$ cat src/rtl/mhf_pkg.sv
// Shared constants and the bytewise CRC step for the multicast hash filter.
// Assumes the remainder is shifted MSB first while each byte enters LSB first.
package mhf_pkg;
    localparam int          CRC_W    = 32;
    localparam logic [31:0] CRC_POLY = 32'h04C1_1DB7;
    localparam logic [31:0] CRC_SEED = 32'hFFFF_FFFF;

    // Advance the remainder by one byte, least significant data bit first.
    function automatic logic [CRC_W-1:0] crc_step_byte(
        input logic [CRC_W-1:0] rem_in,
        input logic [7:0]       data
    );
        logic [CRC_W-1:0] rem;
        logic             fb;
        rem = rem_in;
        for (int i = 0; i < 8; i++) begin
            fb  = rem[CRC_W-1] ^ data[i];
            rem = {rem[CRC_W-2:0], 1'b0};
            if (fb) rem = rem ^ CRC_POLY;
        end
        return rem;
    endfunction
endpackage

$ cat src/rtl/mhf_seq.sv
// Byte sequencer and running CRC for one address.
// Accepts bytes from a start-flagged byte onward and counts them. It raises
// fin combinationally on the byte that completes the address, together with
// the final remainder and the group bit. Assumes ADDR_BYTES >= 2.
module mhf_seq #(
    parameter int ADDR_BYTES = 6
) (
    input  logic                    clk,
    input  logic                    rst_n,
    input  logic                    in_vld,
    input  logic                    in_sof,
    input  logic [7:0]              in_byte,
    output logic                    start,
    output logic                    fin,
    output logic [mhf_pkg::CRC_W-1:0] crc_fin,
    output logic                    grp_fin
);
    import mhf_pkg::*;

    localparam int CNT_W = $clog2(ADDR_BYTES + 1);

    logic             busy_q;
    logic [CNT_W-1:0] cnt_q;
    logic [CRC_W-1:0] crc_q;
    logic             grp_q;

    logic             accept;
    logic [CNT_W-1:0] cnt_nxt;
    logic [CRC_W-1:0] crc_base;
    logic [CRC_W-1:0] crc_nxt;

    // Decide whether this byte belongs to an address and compute its effect.
    always_comb begin
        accept   = in_vld && (in_sof || busy_q);
        start    = in_vld && in_sof;
        crc_base = in_sof ? CRC_SEED : crc_q;
        crc_nxt  = crc_step_byte(crc_base, in_byte);
        cnt_nxt  = in_sof ? CNT_W'(1) : cnt_q + CNT_W'(1);
        fin      = accept && (cnt_nxt == CNT_W'(ADDR_BYTES));
        crc_fin  = crc_nxt;
        grp_fin  = in_sof ? in_byte[0] : grp_q;
    end

    // Hold the partial remainder, byte count and group bit between bytes.
    always_ff @(posedge clk) begin
        if (!rst_n) begin
            busy_q <= 1'b0;
            cnt_q  <= '0;
            crc_q  <= CRC_SEED;
            grp_q  <= 1'b0;
        end else if (accept) begin
            busy_q <= !fin;
            cnt_q  <= fin ? '0 : cnt_nxt;
            crc_q  <= crc_nxt;
            if (in_sof) grp_q <= in_byte[0];
        end
    end
endmodule

$ cat src/rtl/mhf_table.sv
// Hash table registers plus a per-address snapshot.
// Live registers take writes at any time. The snapshot copies the live
// registers, excluding a same-cycle write, when an address starts. The
// snapshot is flattened in entry order with MSB-first bit numbering.
module mhf_table #(
    parameter int NUM_REGS = 8,
    parameter int REG_W    = 32,
    localparam int ENTRIES = NUM_REGS * REG_W,
    localparam int SEL_W   = $clog2(NUM_REGS)
) (
    input  logic               clk,
    input  logic               rst_n,
    input  logic               wr_en,
    input  logic [SEL_W-1:0]   wr_sel,
    input  logic [REG_W-1:0]   wr_data,
    input  logic               take,
    output logic [ENTRIES-1:0] snap_ent
);
    logic [REG_W-1:0] live_q [NUM_REGS];
    logic [REG_W-1:0] snap_q [NUM_REGS];

    for (genvar r = 0; r < NUM_REGS; r++) begin : g_reg
        // Load one live register from the write port.
        always_ff @(posedge clk) begin
            if (!rst_n)                                   live_q[r] <= '0;
            else if (wr_en && (wr_sel == SEL_W'(r)))      live_q[r] <= wr_data;
        end

        // Freeze this register's contents for the address now starting.
        always_ff @(posedge clk) begin
            if (!rst_n)    snap_q[r] <= '0;
            else if (take) snap_q[r] <= live_q[r];
        end

        for (genvar b = 0; b < REG_W; b++) begin : g_bit
            assign snap_ent[r*REG_W + (REG_W-1-b)] = snap_q[r][b];
        end
    end
endmodule

$ cat src/rtl/mhf_lookup.sv
// Index extraction and result register.
// Bit-reverses the final remainder, takes its top bits as the entry number,
// reads the snapshot entry and registers the strobe, hit and index.
module mhf_lookup #(
    parameter int ENTRIES = 256,
    localparam int IDX_W  = $clog2(ENTRIES)
) (
    input  logic                      clk,
    input  logic                      rst_n,
    input  logic                      fin,
    input  logic [mhf_pkg::CRC_W-1:0] crc_fin,
    input  logic                      grp_fin,
    input  logic [ENTRIES-1:0]        snap_ent,
    output logic                      res_valid,
    output logic                      res_hit,
    output logic [IDX_W-1:0]          res_index
);
    import mhf_pkg::*;

    logic [CRC_W-1:0] crc_rev;
    logic [IDX_W-1:0] idx;
    logic             ent_set;

    for (genvar g = 0; g < CRC_W; g++) begin : g_rev
        assign crc_rev[g] = crc_fin[CRC_W-1-g];
    end

    // Select the entry addressed by the top bits of the reversed remainder.
    always_comb begin
        idx     = crc_rev[CRC_W-1 -: IDX_W];
        ent_set = snap_ent[idx];
    end

    // Register the result one cycle after the last byte.
    always_ff @(posedge clk) begin
        if (!rst_n) begin
            res_valid <= 1'b0;
            res_hit   <= 1'b0;
            res_index <= '0;
        end else begin
            res_valid <= fin;
            res_hit   <= fin && grp_fin && ent_set;
            if (fin) res_index <= idx;
        end
    end
endmodule

$ cat src/rtl/mc_hash_filter.sv
// Multicast hash address filter top.
// Serial address bytes in, one-cycle hit/miss strobe out. Table writes are
// taken into a snapshot at the first byte of every address.
module mc_hash_filter #(
    parameter int ADDR_BYTES = 6,
    parameter int NUM_REGS   = 8,
    parameter int REG_W      = 32,
    localparam int ENTRIES   = NUM_REGS * REG_W,
    localparam int IDX_W     = $clog2(ENTRIES),
    localparam int SEL_W     = $clog2(NUM_REGS)
) (
    input  logic             clk,
    input  logic             rst_n,
    input  logic             addr_valid,
    input  logic             addr_sof,
    input  logic [7:0]       addr_byte,
    input  logic             tbl_we,
    input  logic [SEL_W-1:0] tbl_sel,
    input  logic [REG_W-1:0] tbl_data,
    output logic             res_valid,
    output logic             res_hit,
    output logic [IDX_W-1:0] res_index
);
    import mhf_pkg::*;

    logic               start;
    logic               fin;
    logic [CRC_W-1:0]   crc_fin;
    logic               grp_fin;
    logic [ENTRIES-1:0] snap_ent;

    mhf_seq #(.ADDR_BYTES(ADDR_BYTES)) u_seq (
        .clk(clk), .rst_n(rst_n),
        .in_vld(addr_valid), .in_sof(addr_sof), .in_byte(addr_byte),
        .start(start), .fin(fin), .crc_fin(crc_fin), .grp_fin(grp_fin)
    );

    mhf_table #(.NUM_REGS(NUM_REGS), .REG_W(REG_W)) u_tbl (
        .clk(clk), .rst_n(rst_n),
        .wr_en(tbl_we), .wr_sel(tbl_sel), .wr_data(tbl_data),
        .take(start), .snap_ent(snap_ent)
    );

    mhf_lookup #(.ENTRIES(ENTRIES)) u_lkp (
        .clk(clk), .rst_n(rst_n),
        .fin(fin), .crc_fin(crc_fin), .grp_fin(grp_fin), .snap_ent(snap_ent),
        .res_valid(res_valid), .res_hit(res_hit), .res_index(res_index)
    );
endmodule

$ cat config.mk
export PLATFORM = sky130hd
export DESIGN_NAME = mc_hash_filter
export DESIGN_NICKNAME = d
export VERILOG_FILES = /design/src/rtl/mhf_pkg.sv /design/src/rtl/mhf_seq.sv /design/src/rtl/mhf_table.sv /design/src/rtl/mhf_lookup.sv /design/src/rtl/mc_hash_filter.sv
export SDC_FILE = /design/constraint.sdc
export NUM_CORES = 1
export LEC_CHECK = 0
export ABC_AREA = 1
export ABC_CLOCK_PERIOD_IN_PS = 15500
export BUFFER_PORTS_ARGS = -buffer_cell sky130_fd_sc_hd__buf_2
export CAP_MARGIN = 5
export CORE_UTILIZATION = 55
export CTS_CLUSTER_SIZE = 16
export DETAILED_ROUTE_END_ITERATION = 16
export GPL_TIMING_DRIVEN = 0
export HOLD_SLACK_MARGIN = 0.15
export PLACE_DENSITY_LB_ADDON = 0.25
export SYNTH_ARGS = -nofsm -noshare
export SYNTH_HDL_FRONTEND = slang
export SYNTH_SLANG_ARGS = --single-unit
$ cat constraint.sdc
create_clock -name clk -period 15.5 [get_ports clk]
set_input_delay 0 -clock clk [delete_from_list [all_inputs] [get_ports clk]]
set_output_delay 0 -clock clk [all_outputs]
set_load 0.01 [all_outputs]
-- Yosys cells after proc, flatten, opt, wreduce, memory -nomap -nowiden
Memories as Yosys holds them, arrays and structs flattened.
Index checks and enable logic that the tools add are counted.
- $add $sub $neg: 1
- bitwise gates (word level): 32
- order comparisons: 1
- mux-type cells: 58
- reductions and logical operators: 16
- equality and inequality tests: 8
- operator list (operator ; number):
    2-to-1 mux 32 bit ; 17
    2-to-1 mux 27 bit ; 8
    NOT 14 bit ; 8
    2-to-1 mux 1 bit ; 30
    bitwise OR 1 bit ; 16
    == test 3 bit (second input constant) ; 5
    logical AND 1 bit ; 13
    < comparator 8 x 9 -> 1 bit (second input constant) ; 1
    binary-select mux 1 bit (select 8 bit) ; 1
    bitwise XOR 1 bit ; 8
    == test 3 x 2 -> 1 bit (second input constant) ; 2
    2-to-1 mux 3 bit ; 2
    adder 3 x 1 -> 3 bit (second input constant) ; 1
    == test 3 x 1 -> 1 bit (second input constant) ; 1
    logical NOT 3 bit ; 1
    logical NOT 1 bit ; 1
    logical OR 1 bit ; 1
- logic and storage cells: 125
- output and inout port bits: 10
- register bits: 47
- bits of input ports: 48
- memories kept: 2
- memory bits (writable): 512
- memories (name ; depth ; width ; rd ports ; clocked after memory_dff ; write ports ; RTL line ; RTL):
    u_tbl.live_q ; 8 ; 32 ; 8 ; 0 ; 8 ; mhf_table.sv:19 ; logic [REG_W-1:0] live_q [NUM_REGS];
    u_tbl.snap_q ; 8 ; 32 ; 8 ; 0 ; 8 ; mhf_table.sv:20 ; logic [REG_W-1:0] snap_q [NUM_REGS];

-- Logic depth before layout (Yosys ltp)
Gate-level depths: netlist (run 1).
- word-level depth: 20
- gate-level depth with buffers: 23
- depth with buffers taken out: 21

-- Hierarchy
Synthesis (run 1) repeated with hierarchy kept, for this count alone.
- cell total of the unflattened synthesis: 2476
- area total of the unflattened synthesis: 24596.1 um^2
- modules (own cells, without submodules) (module ; area each (um^2) ; instances ; sequential area each (um^2) ; cells an instance):
    mhf_table ; 18836.8 ; 1 ; 15374.7 ; 1403
    mhf_lookup ; 2940.3 ; 1 ; 200.2 ; 615
    mhf_seq ; 2819.0 ; 1 ; 740.7 ; 458

-- Least setup slack after synthesis (run 1)
OpenSTA, ideal clock, no wires.
- path type: input to register
- from: input port rst_n
- to: memory u_tbl.snap_q[0][0] (enable)
- buffers on the path: 3
- cell stages on the path: 4
- library setup time: 1954 ps
- data arrival time: 4969 ps
- setup slack: 8577 ps
- required time: 13546 ps
- path through: clkbuf_1 > clkbuf_1 > buf_1 > nand2_1
- RTL lines (what ; RTL line ; RTL):
    start: declaration ; mc_hash_filter.sv:13 ; input logic rst_n,
    end: declaration ; mhf_table.sv:20 ;

-- Final worst setup path (run 1)
- from: register u_seq.crc_q[30]
- to: register u_lkp.res_hit
- cells in the longest elaborated chain, start to end: 16
- elaborated cells on any way between the ends: 19
- classes of those cells: mux: 10; bitwise: 8; reduce/logical: 1
- ends and longest elaborated chain (what ; RTL line ; RTL):
    start: declaration ; mhf_seq.sv:24 ; logic [CRC_W-1:0] crc_q;
    start signal: assignment ; mhf_seq.sv:54 ; crc_q <= crc_nxt;
    2-to-1 mux 32 bit (*) ; mhf_seq.sv:36 ; crc_base = in_sof ? CRC_SEED : crc_q;
    bitwise XOR 1 bit (*) ; mhf_pkg.sv:17 ; fb = rem[CRC_W-1] ^ data[i];
    2-to-1 mux 27 bit (*) ; mhf_pkg.sv:19 ; if (fb) rem = rem ^ CRC_POLY;
    NOT 14 bit (no source line) ; - ;
    2-to-1 mux 27 bit ; mhf_pkg.sv:19 ;
    2-to-1 mux 27 bit or NOT 14 bit (tied branches) ; - ;
    NOT 14 bit (no source line) or 2-to-1 mux 27 bit (tied branches) ; - ;
    2-to-1 mux 27 bit ; mhf_pkg.sv:19 ;
    NOT 14 bit (no source line) ; - ;
    2-to-1 mux 27 bit ; mhf_pkg.sv:19 ;
    2-to-1 mux 27 bit or NOT 14 bit (tied branches) ; - ;
    NOT 14 bit (no source line) or 2-to-1 mux 27 bit (tied branches) ; - ;
    2-to-1 mux 27 bit (*) ; mhf_pkg.sv:19 ;
    binary-select mux 1 bit (select 8 bit) (*) ; mhf_lookup.sv:31 ; ent_set = snap_ent[idx];
    2-to-1 mux 1 bit (implied by the code) (*) ; mhf_lookup.sv:31 ;
    logical AND 1 bit (*) ; mhf_lookup.sv:42 ; res_hit <= fin && grp_fin && ent_set;
    end signal: assignment ; mhf_lookup.sv:42 ;
    end: declaration ; mhf_lookup.sv:15 ; output logic res_hit,
Mark *: on every way between the ends. The rest lies on a longest branch, timed or not. The select of a mux whose other input is x is not followed.
A chain may end at the register's enable or synchronous reset.

==> key figures, run 1 <==
Place
  • Port Buffer Count: 56
  • DP Wirelength: 44200 µm
  • Final GP Congestion: 0.934
  • Placed Instances: 3015

Die
  • Core area: 43200 µm²
  • Initial Util: 0.558
  • Io pins: 58
  • Full die area: 44600 µm²
  • Site Rows: 76
  • Die height: 211 µm
  • Chip width: 211 µm

GRT
  • GRT overflow: 0
  • Largest net degree at the start of global routing: 68
  • Initial antenna violation count: 1
  • First-pass GRT wire length: 97700 µm
  • Tot GR Track Use: 0.303
  • Vias in the first global route: 16804

Setup path
  • WS Path Type: reg2reg
  • Max FO, Critical Path: 10
  • Crit path to: u_lkp.res_hit
  • R2R cell count: 19
  • Reg2reg end: u_lkp.res_hit
  • Worst-path cell chain: inv_1 -> nand2_1 -> nor2_1 -> nor2_1 -> nand2_1 -> nand2_1 -> nand2_1 -> nand2_2 -> inv_1 -> xor2_2 -> buf_4 -> nand3_1 -> nand3_1 -> nand3_1 -> nand3_1 -> nand2_1 -> nor2_1 -> nor2_1 -> nor2_1
  • CP Launch Type: register
  • Worst reg-to-reg setup slack: 11180 ps
  • Worst r2r src: u_seq.crc_q[30]
  • Critical Path Max Stage Delay: 700 ps
  • Crit path from: u_seq.crc_q[30]
  • Critical Path RT: 16040 ps
  • WP data arrival: 4860 ps
  • CP endpoint kind: register
  • Critical path's slowest cell: xor2_2

STA
  • Worst slew pin tran: 1100 ps
  • Fmax: 0.232 GHz
  • Crit share post-route: 0.279
  • WHS: 430 ps
  • Normalized max-slew margin: 0.268
  • TNS Setup: 0 ps
  • Max Slew Vio Count: 0
  • Period minus WS final: 4320 ps
  • Final setup violation count: 0
  • Clk_skew: 23.3 ps
  • Final Hold Fails: 0
  • RSZ-0062 raised after global routing: no

Drt
  • WL/cell: 21.0 µm
  • DRC Markers: 0
  • Initial DRC count: 2392
  • Vias: 17569
  • Met3 wire len: 7220 µm
  • Top layer in use: met4
  • Via density: 5.53
  • Post-route ant nets: 0
  • M1 WL: 24000 µm
  • Routed WL: 66500 µm
  • Met2 Routed Length: 32200 µm
  • Initial DRT Pass Iterations: 8

Synthesis
  • Ys flop type: edfxtp_1
  • EDFF count, synth: 512
  • Mapped Cells: 2367
  • Synthesized net count: 2416
  • Post-synth ARST share: 0
  • Yosys top cell area share: 0.638
  • Netlist cell types: 32
  • Post-synth top area cell: edfxtp_1
  • Most frequent cells after synthesis: nor2_1, edfxtp_1, nand2_1, nand3_1, inv_1
  • Syn Std Cell Area: 24100 µm²
  • Sequential area share after synthesis: 0.677
  • Top-count cell post-synth: nor2_1
  • Synth Register Bits: 559
  • Syn Area/Cell: 10.2 µm²
  • Yosys warnings: 0
  • Dominant cells by area after synthesis: edfxtp_1, nor2_1, nand3_1

Power and ir drop
  • Switching Fraction: 0.305
  • Internal: 2700 µW
  • Sw Pwr: 1190 µW
  • VDD IR-drop max: 0.109 mV
  • Power share of the combinational group: 0.196
  • Total leakage power: 0.0119 µW
  • Seq pwr share: 0.455
  • Pwr Density: 140 nW/µm²
  • Clock Power Share: 0.348
  • Total Power: 3890 µW

Clock network
  • TritonCTS clock tree: built
  • Clock Latency Late Sink: 630 ps
  • CTS Buffer Depth: 3
  • Clk root buf: clkbuf_16
  • H-tree depth: 2
  • Clk sink count: 559
  • TritonCTS buffer count: 56
  • Clk pin slew, worst setup/hold paths: 60 ps

Final layout
  • Layout cells sized above 1: 0.0868
  • NumNets Final: 2592
  • Fillers: 3429
  • Layout Area Growth over Synthesis: 15.1%
  • # diodes: 0
  • Final Util: 0.642
  • Fin cells: 3176

Hold path
  • Hold Crit Class: in2reg

Flow run
  • Max_cap viols: 0

Outcome
  • Run status: finished, final reports clean
layout make-up:
cell class / count / area (µm²) / share of cell area
Inverter: 323 / 1210 / 0.0437
Buffer: 123 / 543 / 0.0196
Sequential cell: 559 / 16300 / 0.588
Clock buffer: 72 / 1500 / 0.0542
Tap cell: 585 / 732 / 0.0264
Clock inverter: 34 / 330 / 0.0119
Multi-Input combinational cell: 1362 / 6040 / 0.218
Timing Repair Buffer: 118 / 1050 / 0.0379
power groups by stage:
stage	Sequential, µW	Clock (µW)	Combinational, µW
floorplan	1810	0	415
global placement	1820	0	704
detailed placement	1800	0	722
CTS	1770	1360	737
global route	1780	1410	797
finish	1770	1360	765
worst max-delay path, delay by kind of cell, from the launching register on:
family | cells | cell delay [ps]
XOR/XNOR | 1 | 700
buffers and inverters | 3 | 760
flip-flops | 1 | 340
AND/OR/NAND/NOR | 15 | 2400
metrics by stage:
stage | area (µm²) | setup slack, ps
after global routing | 27700 | 11110
after CTS | 27700 | 11390
after floorplan | 24100 | 8580
final | 27700 | 11180
after global placement | 25100 | 5410
after detailed placement | 25300 | 11420
worst min path at each step:
stage / from / endpoint / slack [ps] / cells past startpoint
CTS: tbl_data[20] / u_tbl.live_q[1][20] / 400 / 4
global placement: u_lkp.res_valid / res_valid / 400 / 1
floorplan: addr_valid / u_seq.cnt_q[0] / 220 / 3
detailed placement: u_lkp.res_hit / res_hit / 410 / 1
global route: tbl_data[31] / u_tbl.live_q[1][31] / 460 / 4
finish: addr_byte[7] / u_seq.crc_q[22] / 430 / 5
cell usage in the layout (no fill, tap or decap), drive strengths merged:
cell         instances
o221ai               1
dfxtp               47
nand3b               1
nand4                2
o211ai              11
o2111ai              2
inv                323
or2                  1
nand2              357
ha                   1
clkinv              28
a211o                1
nor2               567
dlygate4sd3         53
xor2                36
xnor2                9
clkinvlp             1
edfxtp             512
o21ai               27
buf                116
bufinv               5
a21oi               16
clkbuf             144
nand3              330
cells by family after synthesis:
group	synth area share
adder cells (fa/ha/maj)	0.000519
XOR/XNOR	0.0198
AND/OR/NAND/NOR	0.216
buffers and inverters	0.0729
AO/OA/AOI/OAI	0.0138
flip-flops	0.677
flip-flops by register name, indices dropped and copies added (netlist names):
| name | count |
|---|---|
| u_seq.grp_q | 1 |
| u_lkp.res_valid | 1 |
| u_lkp.res_index | 8 |
| u_tbl.live_q | 256 |
| u_tbl.snap_q | 256 |
| u_seq.busy_q | 1 |
| u_seq.cnt_q | 3 |
| u_lkp.res_hit | 1 |
| u_seq.crc_q | 32 |
metal layers:
metal,GRT usage,vias up
met5,0,-
met4,0.140,0
met3,0.0559,202
met2,0.513,987
met1,0.378,8370
li1,-,8010
what timing repair did:
action | 4_1_cts | 5_1_grt
hold endpoints to repair | 289 | 0
gates resized for setup | 0 | 0
buffers inserted | 0 | 0
hold buffers | 53 | 0
endpoints found under the setup margin | 0 | 0
No activity file was read; power rests on OpenSTA's default activity.
==> run 2: changes to the inputs <==
Settings changed: ABC_CLOCK_PERIOD_IN_PS 15500 to 4400.
Clock period 15.5 ns to 4.4 ns, I/O delays scaled along.
==> key figures, run 2 (same netlist as run 1, synthesis figures left out) <==
Final layout
  • Regs by FF count: u_tbl.live_q x256, u_tbl.snap_q x256, u_seq.crc_q x32
  • Layout Area Growth over Synthesis: 14.4%
  • # diodes: 0 (unchanged)
  • Layout cells sized above 1: 0.0790 (-0.00780)
  • Commonest non-fill, non-tap cell in the layout: nor2_1
  • Fin cells: 3166 (-0.31%)
  • Final Util: 0.638 (-0.00385)
  • NumNets Final: 2591 (-0.039%)
  • Most frequent cells in the layout: nor2_1, edfxtp_1, nand2_1

Drt
  • Initial DRC count: 2363 (-1.2%)
  • WL/cell: 21.1 µm (+0.64%)
  • Initial DRT Pass Iterations: 5 (-3)
  • DRC Markers: 0 (unchanged)
  • Routed WL: 66800 µm (+0.33%)
  • Via density: 5.54 (+0.18%)
  • Post-route ant nets: 0 (unchanged)
  • Vias: 17546 (-0.13%)

Die
  • Full die area: 44600 µm² (unchanged)
  • Die height: 211 µm (unchanged)
  • Site Rows: 76 (unchanged)
  • Chip width: 211 µm (unchanged)
  • Core area: 43200 µm² (unchanged)
  • Io pins: 58 (unchanged)
  • Initial Util: 0.558 (unchanged)

Setup path
  • Crit path from: u_seq.crc_q[30]
  • Worst r2r src: u_seq.crc_q[30]
  • CP Launch Type: register
  • Critical Path RT: 4940 ps (-11100 ps)
  • CP endpoint kind: register
  • Max FO, Critical Path: 10 (unchanged)
  • Worst reg-to-reg setup slack: 150 ps (-11030 ps)
  • WS Path Type: reg2reg
  • WP data arrival: 4790 ps (-70 ps)

Hold path
  • Hold Path Origin: addr_byte[7]
  • Hold Crit Class: in2reg

GRT
  • First-pass GRT wire length: 97400 µm (-0.31%)
  • Initial antenna violation count: 0 (-1)
  • Largest net degree at the start of global routing: 124 (+82%)
  • Tot GR Track Use: 0.303 (about the same)
  • Vias in the first global route: 16604 (-1.2%)
  • GRT overflow: 0 (unchanged)

Power and ir drop
  • Pwr Density: 486 nW/µm² (+250%)
  • Seq pwr share: 0.466 (+0.011)
  • Sw Pwr: 4150 µW (+250%)
  • Power share of the combinational group: 0.203 (+0.007)
  • VDD IR-drop max: 0.393 mV (+260%)
  • Total leakage power: 0.0118 µW (-0.98%)
  • Internal: 9240 µW (+240%)
  • Clock Power Share: 0.330 (-0.018)
  • Switching Fraction: 0.310 (+0.00476)

Clock network
  • TritonCTS buffer count: 56 (unchanged)
  • H-tree depth: 2 (unchanged)
  • Clk sink count: 559 (unchanged)
  • Clk pin slew, worst setup/hold paths: 60 ps (about the same)
  • CTS Buffer Depth: 3 (unchanged)
  • Clock Latency Late Sink: 630 ps (about the same)
  • Clk root buf: clkbuf_16
  • TritonCTS clock tree: built

STA
  • TNS Setup: 0 ps (unchanged)
  • Min setup slack post-route: 149 ps (-11030 ps)
  • Normalized max-slew margin: 0.265 (-0.00259)
  • Worst slew pin tran: 1100 ps (+3.88 ps)
  • Fmax: 0.235 GHz (+1.6%)
  • Final Hold Fails: 0 (unchanged)
  • RSZ-0062 raised after global routing: no
  • Final setup violation count: 0 (unchanged)
  • Crit share post-route: 0.966 (+0.688)
  • Clk_skew: 20.5 ps (-2.80 ps)
  • Max Slew Vio Count: 0 (unchanged)
  • Period minus WS final: 4250 ps (-66.7 ps)

Place
  • Worst setup slack after placement: 168 ps (-11250 ps)
  • Port Buffer Count: 56 (unchanged)
  • Placed Instances: 3014 (-0.033%)
  • Final GP Congestion: 0.925 (-0.91%)
  • DP Wirelength: 43900 µm (-0.90%)

Outcome
  • Run status: finished, final reports clean

Flow run
  • Max_cap viols: 0 (unchanged)
[run 2: worst paths after layout]
check | end | depth (start not counted)
worst max-delay path | u_lkp.res_hit | 19
worst min-delay path | u_seq.crc_q[22] | 5
worst max register to register | u_lkp.res_hit | 19
worst min register to register | u_lkp.res_index[4] | 2
[run 2: layer usage]
metal,track usage,wire (µm),vias to the layer above
met5,0,0,-
met4,0.148,3290,0
met3,0.0575,7130,199
met2,0.506,32200,979
met1,0.381,24200,8352
li1,-,-,8016
[run 2: repair_timing]
| action | in CTS | in global routing |
|---|---|---|
| buffers inserted | 0 | 0 |
| hold buffers | 52 | 0 |
| hold endpoints to repair | 309 | 0 |
| endpoints found under the setup margin | 0 | 1 |
| gates resized for setup | 0 | 1 |
[run 2: power by group through the flow]
stage                     sequential, µW  clock [µW]  combinational, µW
final                               6250        4420               2720
after global routing                6270        4620               2830
after CTS                           6250        4430               2610
after detailed placement            6350           0               2550
after global placement              6380           0               2490
after floorplan                     6350           0               1460
[run 2: final cells by class]
| cell class | count | area [µm²] |
|---|---|---|
| multi-input cells | 1362 | 6060 |
| inverters | 323 | 1210 |
| repair buffers | 117 | 1050 |
| flip-flops and latches | 559 | 16300 |
| clock inverters | 27 | 178 |
| well taps | 585 | 732 |
| fillers | 3414 | 15600 |
| plain buffers | 123 | 543 |
| clock buffers | 70 | 1480 |
[run 2: stage by stage]
| step | area [µm²] | power [µW] | hold WS, ps |
|---|---|---|---|
| after floorplan | 24100 | 7810 | 215 |
| after global placement | 25100 | 8870 | 387 |
| after detailed placement | 25300 | 8910 | 398 |
| after CTS | 27500 | 13300 | 391 |
| after global routing | 27600 | 13700 | 442 |
| final | 27600 | 13400 | 404 |
[run 2: worst max-delay path: stages, from the launching register on]
cell     delay [ps]
dfxtp_1         340
inv_1            60
nand2_1          70
nor2_1           40
nor2_1          310
nand2_1         100
nand2_1         380
nand2_1         120
nand2_2         330
inv_1           340
xor2_4          500
buf_4           370
nand3_1         190
nand3_1         140
nand3_1          70
nand3_1         110
nand2_1          60
nor2_1          290
nor2_1          130
nor2_1          150
